## config.mk

```make
export PLATFORM = sky130hd
export DESIGN_NAME = mem_tweak_composer
export DESIGN_NICKNAME = d
export VERILOG_FILES = /design/src/rtl/tw_pkg.sv /design/src/rtl/tw_cfg_regs.sv /design/src/rtl/tw_range_match.sv /design/src/rtl/tw_session_sel.sv /design/src/rtl/mem_tweak_composer.sv
export SDC_FILE = /design/constraint.sdc
export NUM_CORES = 2
export LEC_CHECK = 0
export BUFFER_PORTS_ARGS = -buffer_cell sky130_fd_sc_hd__buf_2
export CAP_MARGIN = 20
export CORE_UTILIZATION = 55
export CTS_CLUSTER_SIZE = 28
export DETAILED_ROUTE_END_ITERATION = 6
export PLACE_DENSITY = 0.73
export SETUP_SLACK_MARGIN = 0.15
export SYNTH_ARGS = -nofsm -noshare
export SYNTH_HDL_FRONTEND = slang
export SYNTH_SLANG_ARGS = --single-unit
```

## constraint.sdc

```tcl
create_clock -name clk -period 18.24 [get_ports clk]
set_input_delay 1.824 -clock clk [delete_from_list [all_inputs] [get_ports clk]]
set_output_delay 1.824 -clock clk [all_outputs]
set_load 0.005 [all_outputs]
```

## src/rtl/tw_pkg.sv

```systemverilog
package tw_pkg;
  localparam int N_MODE  = 3;
  localparam int N_FIELD = 5;
  localparam int META_W  = 12;

  // field enable bit positions in an override set
  localparam int F_OFF = 0;
  localparam int F_MAP = 1;
  localparam int F_PRV = 2;
  localparam int F_PTE = 3;
  localparam int F_SID = 4;

  // configuration address bases
  localparam int A_BASE = 0;
  localparam int A_MASK = 3;
  localparam int A_EN   = 6;
  localparam int A_SID  = 9;
  localparam int A_OVR  = 15;
  localparam int A_LAST = 22;

  typedef enum logic [1:0] {
    PRIV_USR = 2'b00,
    PRIV_SUP = 2'b01,
    PRIV_MAC = 2'b11
  } priv_e;

  function automatic logic [1:0] level_of(input logic [1:0] p);
    if (p == PRIV_MAC)      return 2'd2;
    else if (p == PRIV_SUP) return 2'd1;
    else                    return 2'd0;
  endfunction
endpackage

```

## src/rtl/tw_cfg_regs.sv

```systemverilog
module tw_cfg_regs
  import tw_pkg::*;
#(
  parameter int VA_W  = 48,
  parameter int OFF_W = 42,
  parameter int SID_W = 80
) (
  input  logic             clk,
  input  logic             rst,
  input  logic             we,
  input  logic [4:0]       addr,
  input  logic [SID_W-1:0] wdata,
  input  logic [1:0]       priv,
  output logic             illegal,
  output logic [VA_W-1:0]  base_o  [N_MODE],
  output logic [VA_W-1:0]  mask_o  [N_MODE],
  output logic             en_o    [N_MODE],
  output logic [SID_W-1:0] sid_o   [2*N_MODE],
  output logic [N_FIELD-1:0] oen_o [2],
  output logic [OFF_W-1:0] ooff_o  [2],
  output logic [META_W-1:0] ometa_o [2],
  output logic [SID_W-1:0] osid_o  [2]
);
  logic [1:0] tgt;
  logic [1:0] lvl;
  logic       mapped;
  logic       wr_ok;
  logic       deny;

  always_comb begin
    tgt    = 2'd2;
    mapped = 1'b1;
    if (addr < 5'(A_SID))        tgt = 2'(addr % 5'd3);
    else if (addr < 5'(A_OVR))   tgt = 2'((addr - 5'(A_SID)) >> 1);
    else if (addr > 5'(A_LAST))  mapped = 1'b0;
    lvl   = level_of(priv);
    wr_ok = we && mapped && (lvl >= tgt);
    deny  = we && mapped && (lvl <  tgt);
  end

  always_ff @(posedge clk) begin
    if (rst) begin
      illegal <= 1'b0;
      for (int m = 0; m < N_MODE; m++) begin
        base_o[m] <= '0;
        mask_o[m] <= '0;
        en_o[m]   <= 1'b0;
      end
      for (int k = 0; k < 2*N_MODE; k++) sid_o[k] <= '0;
      for (int d = 0; d < 2; d++) begin
        oen_o[d]   <= '0;
        ooff_o[d]  <= '0;
        ometa_o[d] <= '0;
        osid_o[d]  <= '0;
      end
    end else begin
      illegal <= deny;
      if (wr_ok) begin
        for (int m = 0; m < N_MODE; m++) begin
          if (addr == 5'(A_BASE + m)) base_o[m] <= wdata[VA_W-1:0];
          if (addr == 5'(A_MASK + m)) mask_o[m] <= wdata[VA_W-1:0];
          if (addr == 5'(A_EN + m))   en_o[m]   <= wdata[0];
        end
        for (int k = 0; k < 2*N_MODE; k++)
          if (addr == 5'(A_SID + k)) sid_o[k] <= wdata;
        for (int d = 0; d < 2; d++) begin
          if (addr == 5'(A_OVR + 4*d))     oen_o[d]   <= wdata[N_FIELD-1:0];
          if (addr == 5'(A_OVR + 4*d + 1)) ooff_o[d]  <= wdata[OFF_W-1:0];
          if (addr == 5'(A_OVR + 4*d + 2)) ometa_o[d] <= wdata[META_W-1:0];
          if (addr == 5'(A_OVR + 4*d + 3)) osid_o[d]  <= wdata;
        end
      end
    end
  end
endmodule

```

## src/rtl/tw_range_match.sv

```systemverilog
module tw_range_match
  import tw_pkg::*;
#(
  parameter int VA_W   = 48,
  parameter int LINE_W = 6,
  localparam int OFF_W = VA_W - LINE_W
) (
  input  logic [VA_W-1:0]  va,
  input  logic [VA_W-1:0]  base [N_MODE],
  input  logic [VA_W-1:0]  mask [N_MODE],
  input  logic             en   [N_MODE],
  output logic [N_MODE-1:0] hit,
  output logic             win_valid,
  output logic [1:0]       win_idx,
  output logic [OFF_W-1:0] offset
);
  for (genvar m = 0; m < N_MODE; m++) begin : g_cmp
    assign hit[m] = en[m] && (((va ^ base[m]) & mask[m]) == '0);
  end

  // lowest index has precedence: scan from the top down
  always_comb begin
    win_valid = 1'b0;
    win_idx   = 2'd0;
    for (int m = N_MODE - 1; m >= 0; m--) begin
      if (hit[m]) begin
        win_valid = 1'b1;
        win_idx   = 2'(m);
      end
    end
  end

  logic [VA_W-1:0] wb;
  logic            borrow;

  always_comb begin
    wb     = win_valid ? base[win_idx] : '0;
    borrow = va[LINE_W-1:0] < wb[LINE_W-1:0];
    offset = win_valid
           ? (va[VA_W-1:LINE_W] - wb[VA_W-1:LINE_W] - OFF_W'(borrow))
           : '0;
  end
endmodule

```

## src/rtl/tw_session_sel.sv

```systemverilog
module tw_session_sel
  import tw_pkg::*;
#(
  parameter int SID_W = 80
) (
  input  logic [SID_W-1:0] sid  [2*N_MODE],
  input  logic [1:0]       mode,
  input  logic [1:0]       sel,
  output logic [SID_W-1:0] sid_out
);
  logic [SID_W-1:0] r0;
  logic [SID_W-1:0] r1;

  always_comb begin
    r0 = sid[{mode, 1'b0}];
    r1 = sid[{mode, 1'b1}];
    unique case (sel)
      2'b00:   sid_out = '0;
      2'b01:   sid_out = r0;
      2'b10:   sid_out = r1;
      default: sid_out = r0 ^ r1;
    endcase
  end
endmodule

```

## src/rtl/mem_tweak_composer.sv

```systemverilog
module mem_tweak_composer
  import tw_pkg::*;
#(
  parameter int VA_W   = 48,
  parameter int LINE_W = 6,
  parameter int CTR_W  = 58,
  parameter int SID_W  = 80,
  localparam int OFF_W = VA_W - LINE_W,
  localparam int TW_W  = CTR_W + OFF_W + META_W + SID_W
) (
  input  logic             clk,
  input  logic             rst,
  input  logic             cfg_we,
  input  logic [4:0]       cfg_addr,
  input  logic [SID_W-1:0] cfg_wdata,
  input  logic [1:0]       cfg_priv,
  output logic             cfg_illegal,
  input  logic             req_valid,
  output logic             req_ready,
  input  logic [VA_W-1:0]  req_va,
  input  logic [1:0]       req_priv,
  input  logic             req_store,
  input  logic [4:0]       req_perm,
  input  logic [1:0]       req_sel,
  output logic             tw_valid,
  input  logic             tw_ready,
  output logic             tw_store,
  output logic [TW_W-1:0]  tw_data
);
  logic [VA_W-1:0]    base [N_MODE];
  logic [VA_W-1:0]    mask [N_MODE];
  logic               en   [N_MODE];
  logic [SID_W-1:0]   sid  [2*N_MODE];
  logic [N_FIELD-1:0] ovr_en   [2];
  logic [OFF_W-1:0]   ovr_off  [2];
  logic [META_W-1:0]  ovr_meta [2];
  logic [SID_W-1:0]   ovr_sid  [2];

  tw_cfg_regs #(.VA_W(VA_W), .OFF_W(OFF_W), .SID_W(SID_W)) u_cfg (
    .clk(clk), .rst(rst), .we(cfg_we), .addr(cfg_addr), .wdata(cfg_wdata),
    .priv(cfg_priv), .illegal(cfg_illegal), .base_o(base), .mask_o(mask),
    .en_o(en), .sid_o(sid), .oen_o(ovr_en), .ooff_o(ovr_off),
    .ometa_o(ovr_meta), .osid_o(ovr_sid)
  );

  logic [N_MODE-1:0] hit;
  logic              win_valid;
  logic [1:0]        win_idx;
  logic [OFF_W-1:0]  off_raw;

  tw_range_match #(.VA_W(VA_W), .LINE_W(LINE_W)) u_match (
    .va(req_va), .base(base), .mask(mask), .en(en), .hit(hit),
    .win_valid(win_valid), .win_idx(win_idx), .offset(off_raw)
  );

  logic [1:0]       sid_mode;
  logic [SID_W-1:0] sid_raw;

  assign sid_mode = win_valid ? win_idx : level_of(req_priv);

  tw_session_sel #(.SID_W(SID_W)) u_sess (
    .sid(sid), .mode(sid_mode), .sel(req_sel), .sid_out(sid_raw)
  );

  // apply the override set of this request's direction
  logic [N_FIELD-1:0] oe;
  logic [META_W-1:0]  om;
  logic [OFF_W-1:0]   f_off;
  logic [2:0]         f_map;
  logic [1:0]         f_prv;
  logic [6:0]         f_pte;
  logic [SID_W-1:0]   f_sid;

  always_comb begin
    oe    = ovr_en[req_store];
    om    = ovr_meta[req_store];
    f_off = oe[F_OFF] ? ovr_off[req_store] : off_raw;
    f_map = oe[F_MAP] ? om[11:9] : hit;
    f_prv = oe[F_PRV] ? om[8:7]  : req_priv;
    f_pte = oe[F_PTE] ? om[6:0]  : {req_sel, req_perm};
    f_sid = oe[F_SID] ? ovr_sid[req_store] : sid_raw;
  end

  assign req_ready = !tw_valid || tw_ready;

  always_ff @(posedge clk) begin
    if (rst) begin
      tw_valid <= 1'b0;
      tw_store <= 1'b0;
      tw_data  <= '0;
    end else if (req_ready) begin
      tw_valid <= req_valid;
      if (req_valid) begin
        tw_store <= req_store;
        tw_data  <= {{CTR_W{1'b0}}, f_off, f_map, f_prv, f_pte, f_sid};
      end
    end
  end
endmodule

```

# After elaboration in Yosys (flattened, before gate mapping)
# Index checks and enable logic that the tools add are counted.
word_totals:
  wordCells: 162
  regBits: 1186
  out_inout_bits: 196
op_classes:
  magnitude_cmp: 10
  div_mod_pow: 1
  n_eq_ne: 28
  n_reduce_logical: 37
  n_addsub: 3
  bitwise_logic: 11
  n_mux: 45
op_table:
  columns: ["op", "n"]
  rows:
  - ["two-way mux 80 bit", 8]
  - ["binary-select mux 80 bit (select 3 bit)", 2]
  - ["case mux 80 bit (3 select lines)", 1]
  - ["two-way mux 42 bit", 5]
  - ["bitwise AND 48 bit", 3]
  - ["logical NOT 48 bit", 3]
  - ["two-way mux 48 bit", 3]
  - ["bitwise XOR 48 bit", 3]
  - ["binary-select mux 48 bit (select 2 bit)", 1]
  - ["bitwise XOR 80 bit", 1]
  - ["AND reduction 2 bit", 24]
  - ["subtractor 42 x 1 -> 42 bit", 1]
  - ["subtractor 42 bit", 1]
  - ["equality test 5 x 4 -> 1 bit (second input constant)", 8]
  - ["two-way mux 12 bit", 3]
  - ["equality test 5 bit (second input constant)", 7]
  - ["equality test 5 x 3 -> 1 bit (second input constant)", 4]
  - ["two-way mux 2 bit", 9]
  - ["two-way mux 5 bit", 3]
  - ["equality test 5 x 2 -> 1 bit (second input constant)", 2]
  - ["less-than comparator 5 x 4 -> 1 bit (second input constant)", 2]
  - [">= comparator 4 bit (second input constant)", 2]
  - ["two-way mux 1 bit", 8]
  - ["inverter 3 -> 4 bit", 2]
  - ["20 further kinds", 29]

# Longest topological paths before layout
depth:
  word_depth: 16
  mapped_depth: 30
  mapped_depth_nobuf: 28

# By module
# From an unflattened synthesis, not the netlist that was laid out.
unflattened:
  cells_unflattened: 7373
  area_unflattened_um2: 57493.9
modules_own_cells:
  columns: ["mod", "n_inst", "cells_per_inst", "seq_area_each_um2", "area_each_um2"]
  rows:
  - ["tw_cfg_regs", 1, 4784, 21020.2, 36966.7]
  - ["mem_tweak_composer", 1, 690, 2722.6, 7741.2]
  - ["tw_range_match", 1, 1090, 0.0, 7191.9]
  - ["tw_session_sel", 1, 809, 0.0, 5594.1]

# Worst setup path after synthesis
# No wires, ideal clock.
synth_timing:
  kind: "input-to-reg"
  startpoint: "in req_va[42]"
  endpoint: "reg tw_data[132]"
  stages: 29
  setup_time_ns: 0.062
  setup_slack_ns: 9.960
  required_time_ns: 18.178
  arrival_time_ns: 8.218
  path_cell_list: "xor2_1 > a22oi_1 > nand4_1 > or4_1 > nor4_4 > clkbuf_1 > clkbuf_1 > nand2_1 > o21ai_0 > mux2i_1 > ha_1 > o21a_1 > a21oi_1 > o31a_1 > fa_1 > inv_1 > ha_1 > or2_2 > fa_1 > nand2b_1 > a2111oi_0 > o31a_1 > o21ai_0 > a22oi_1 > nand4_1 > a21oi_1 > nor3_1 > or3_1 > nand3_1"
synth_via:
  elab_chain_cells: 16
  word_cells_on_any_way: 28
synth_lines:
  columns: ["element", "line", "rtl"]
  rows:
  - ["from (decl)", "mem_tweak_composer.sv:20", "input logic [VA_W-1:0] req_va,"]
  - ["bitwise XOR 48 bit", "tw_range_match.sv:18", "assign hit[m] = en[m] && (((va ^ base[m]) & mask[m]) == '0);"]
  - ["bitwise AND 48 bit", "tw_range_match.sv:18", null]
  - ["logical NOT 48 bit", "tw_range_match.sv:18", null]
  - ["logical AND 1 bit", "tw_range_match.sv:18", null]
  - ["two-way mux 2 bit (3 in series)", "tw_range_match.sv:26", "if (hit[m]) begin"]
  - ["inverter 2 -> 3 bit (not written as such)", "tw_range_match.sv:37", "wb = win_valid ? base[win_idx] : '0;"]
  - ["binary-select mux 48 bit (select 2 bit)", "tw_range_match.sv:37", null]
  - ["two-way mux 48 bit (not written as such) (2 in series)", "tw_range_match.sv:37", null]
  - ["two-way mux 48 bit", "tw_range_match.sv:37", null]
  - ["subtractor 42 bit or less-than comparator 6 bit (tied branches)", "tw_range_match.sv:40, tw_range_match.sv:38", null]
  - ["subtractor 42 x 1 -> 42 bit", "tw_range_match.sv:40", "? (va[VA_W-1:LINE_W] - wb[VA_W-1:LINE_W] - OFF_W'(borrow))"]
  - ["two-way mux 42 bit *", "tw_range_match.sv:40", null]
  - ["two-way mux 42 bit *", "mem_tweak_composer.sv:77", "f_off = oe[F_OFF] ? ovr_off[req_store] : off_raw;"]
  - ["to (signal assigned)", "mem_tweak_composer.sv:95", "tw_data <= {{CTR_W{1'b0}}, f_off, f_map, f_prv, f_pte, f_sid};"]
  - ["to (decl)", "mem_tweak_composer.sv:28", "output logic [TW_W-1:0] tw_data"]
# Mark *: on every way between the ends. The rest lies on a longest branch, timed or not. The select of a mux whose other input is x is not followed.
# A chain may end at the register's enable or synchronous reset.

# Worst setup path after layout
layout_timing:
  startpoint: "in req_va[37]"
  endpoint: "reg tw_data[132]"
# The elaborated chain is that of the path after synthesis.

==> summary.txt <==
Hold path depth = 2
Data required, critical path = 18.91 ns
Rows = 115
Average routed wire per standard cell = 25.00 µm
Core area = 98990 µm²
Worst-Margin Slew = 1.173 ns
Die area = 101800 µm²
Top Family by Delay on Critical Path = compound AO/OA/AOI/OAI gates
Fin area = 60890 µm²
Outcome = finished, final reports clean
Leakage power = 23.04 nW
CP peak stage delay = 0.63 ns
Max rail drop VDD = 0.09494 mV
CTS Buffer Depth = 3
Synth area leaders = dfxtp_1 (43%), nand2_1 (13%), a21oi_1 (11%), mux2i_1 (8.4%), clkbuf_1 (3.5%)
Global-route wire length before repair = 304500 µm
CTS Sinks = 1186
Post-synthesis compound-gate area fraction = 0.1792
Hold-fix buffers, CTS = 0
Die Wd = 319.0 µm
CP max-delay cell = a2111oi_0
Rel. slew slack = 0.2183
Hold Path Sink = u_cfg.sid_o[158]
Die H = 319.0 µm
1st-iter DRT viols = 6525
Synth async-reset ratio = 0
Placed instance area = 56770 µm²
Hold path startpoint = u_cfg.sid_o[158]
Post-CTS Resized = 0
First drt pass iteration count = 6
Synth area leader = dfxtp_1
Pwr Density = 92.22 nW/µm²
CTS Buf Count = 120
Max Cap Viol = 0
Skew final = 0.07516 ns
Mapped Cells = 7088
H-tree levels = 3
Startpoint types = input port
Reg2Reg Launch Point = u_cfg.base_o[85]
Mux cell area share after synthesis = 0.08832
Area share of the largest cell type after synthesis = 0.4296
Pins Over Slew Limit = 0
CP endpoint kind = flip-flop
Cell variety after synth = 61
Final hold violations = 0
Initial antenna violation count = 13
Antenna-violating nets left = 0
Max Fclk = 0.1062 GHz
Final wirelength = 209400 µm
Total GRT Usage = 0.3962
Via density = 6.117
HPWL Detailed = 135300 µm
RD Place Congestion = 1.025
Synth Area in XOR/XNOR = 0.04184
Initial Util = 0.5583
Share of cells above drive strength 1 = 0.08694
Arrival @ worst endpoint = 10.09 ns
Warnings, synthesis = 0
DR vias = 51250
CTS tree = built
RSZ-0062 raised after global routing = no
Avg Inst Size Synth = 7.797 µm²
Reg clk slew, reported paths = 0.06 ns
Final Setup Violations = 0
Internal reg-to-reg setup slack = 9.71 ns
I/O Buffers = 287
#FFs+latches synth = 1186
Synth Flop Type = dfxtp_1
DRC viols = 0
CP bufs+invs = 3
Final Cycle Share = 0.5164
Simple-gate area share of the yosys netlist = 0.1807
Post-CTS setup buffers = 0
Cells on worst reg2reg path = 27
Grt total ovfl = 0
Area growth from synthesis to layout = 10.18%
Largest family of logic cells by synthesized area = simple AND/OR/NAND/NOR gates
Post-Synth Adder-Cell Area = 0.02223
Nets = 7237
Worst-path fanout max = 56
Commonest non-fill, non-tap cell in the layout = nand2_1
Top Ports = 346
Largest net degree at the start of global routing = 223
Post-synth EDFFs = 0
Vias in the first global route = 46590
Crit path kind = input port to flip-flop
Hold Crit Class = flip-flop to flip-flop
Worst skew pair latency = 0.76 ns
R2r endpoint = tw_data[132]
Sequential-to-total area share from yosys stat = 0.4296
Commonest non-fill, non-tap cells in the layout = nand2_1 (1918), dfxtp_1 (1186), a21oi_1 (1168)
Final min period = 9.418 ns
Syn Std Cell Area = 55260 µm²
Root Driver = clkbuf_16
Setup TNS = 0 ns
[worst min-delay path, stage by stage (launching register included)]
cell	delay, ns
dfxtp_1	0.30
nand2_1	0.05
a21oi_1	0.05
[worst max path at each step]
stage	startpoint	end	cells after the start
floorplan	req_va[42]	tw_data[132]	29
global placement	req_va[37]	tw_data[132]	28
global route	req_va[37]	tw_data[132]	30
finish	req_va[37]	tw_data[132]	28
detailed placement	req_va[37]	tw_data[132]	28
CTS	req_va[37]	tw_data[132]	28
[power by group]
group,switching [mW],total [mW],internal (mW)
combinational,0.317,0.434,0.116
clock,1.07,2.55,1.48
sequential,0.0159,2.63,2.61
[cells by family after synthesis]
| kind of cell | Yosys count |
|---|---|
| multiplexers | 485 |
| adder cells (fa/ha/maj) | 97 |
| AO/OA/AOI/OAI | 1774 |
| other | 1 |
| flip-flops | 1186 |
| AND/OR/NAND/NOR | 2500 |
| buffers and inverters | 781 |
| XOR/XNOR | 264 |
[routing by layer]
metal,GRT usage,wire (µm),part of all wire,vias to the layer above
met3,0.06319,19160,0.091,514
met2,0.6158,92910,0.44,2643
met5,0,80,0.00038,-
met1,0.5330,85930,0.41,24520
li1,-,-,-,23570
met4,0.1986,11350,0.054,12
[area by class of cell]
type	instances	area (µm²)
Clock inverter	31	520.5
Fill cell	8804	38100
Sequential cell	1186	23740
Clock buffer	186	3591
Tap cell	1287	1610
Timing Repair Buffer	363	2101
Inverter	141	529.3
Multi-Input combinational cell	5178	28780
Antenna cell	6	15.01
[sequential cells by signal (all words and copies together) (netlist names)]
register       count
u_cfg.sid_o      480
u_cfg.osid_o     160
u_cfg.base_o     144
u_cfg.mask_o     144
tw_data          134
u_cfg.ooff_o      84
u_cfg.ometa_o     24
u_cfg.oen_o       10
u_cfg.en_o         3
tw_store           1
tw_valid           1
u_cfg.illegal      1
[Yosys cell counts, types with 12 or more instances]
cell and number:
xnor2_1 99, mux2_2 21, o221ai_1 87, nand2_1 1925, o21ai_0 245, a31oi_1 12
ha_1 95, dfxtp_1 1186, a211oi_1 43, o31ai_1 13, xor2_1 165, mux2i_1 464
buf_4 66, a21o_1 21, buf_1 38, inv_1 140, nor2_1 320, o21bai_1 12
nand3_1 54, nor3_1 47, a21oi_1 1168, nand4_1 47, a22oi_1 133, nor3b_1 40
clkbuf_1 520, buf_2 15
[per-stage QoR]
step             util  hold WS, ns  std cells  worst slack (ns)  power [mW]
2_1_floorplan       -       0.4318       7145             9.960       2.936
4_1_cts        0.6150       0.4514       8372             9.017       5.613
6_report       0.6151       0.4503       8378             8.822       5.616
3_5_place_dp   0.5734       0.4410       8155             8.274       3.104
5_1_grt        0.6151       0.4619       8377             8.636       5.750
3_3_place_gp   0.5732       0.4380       8154             8.355       3.101
(Power assumes the default switching activity.)
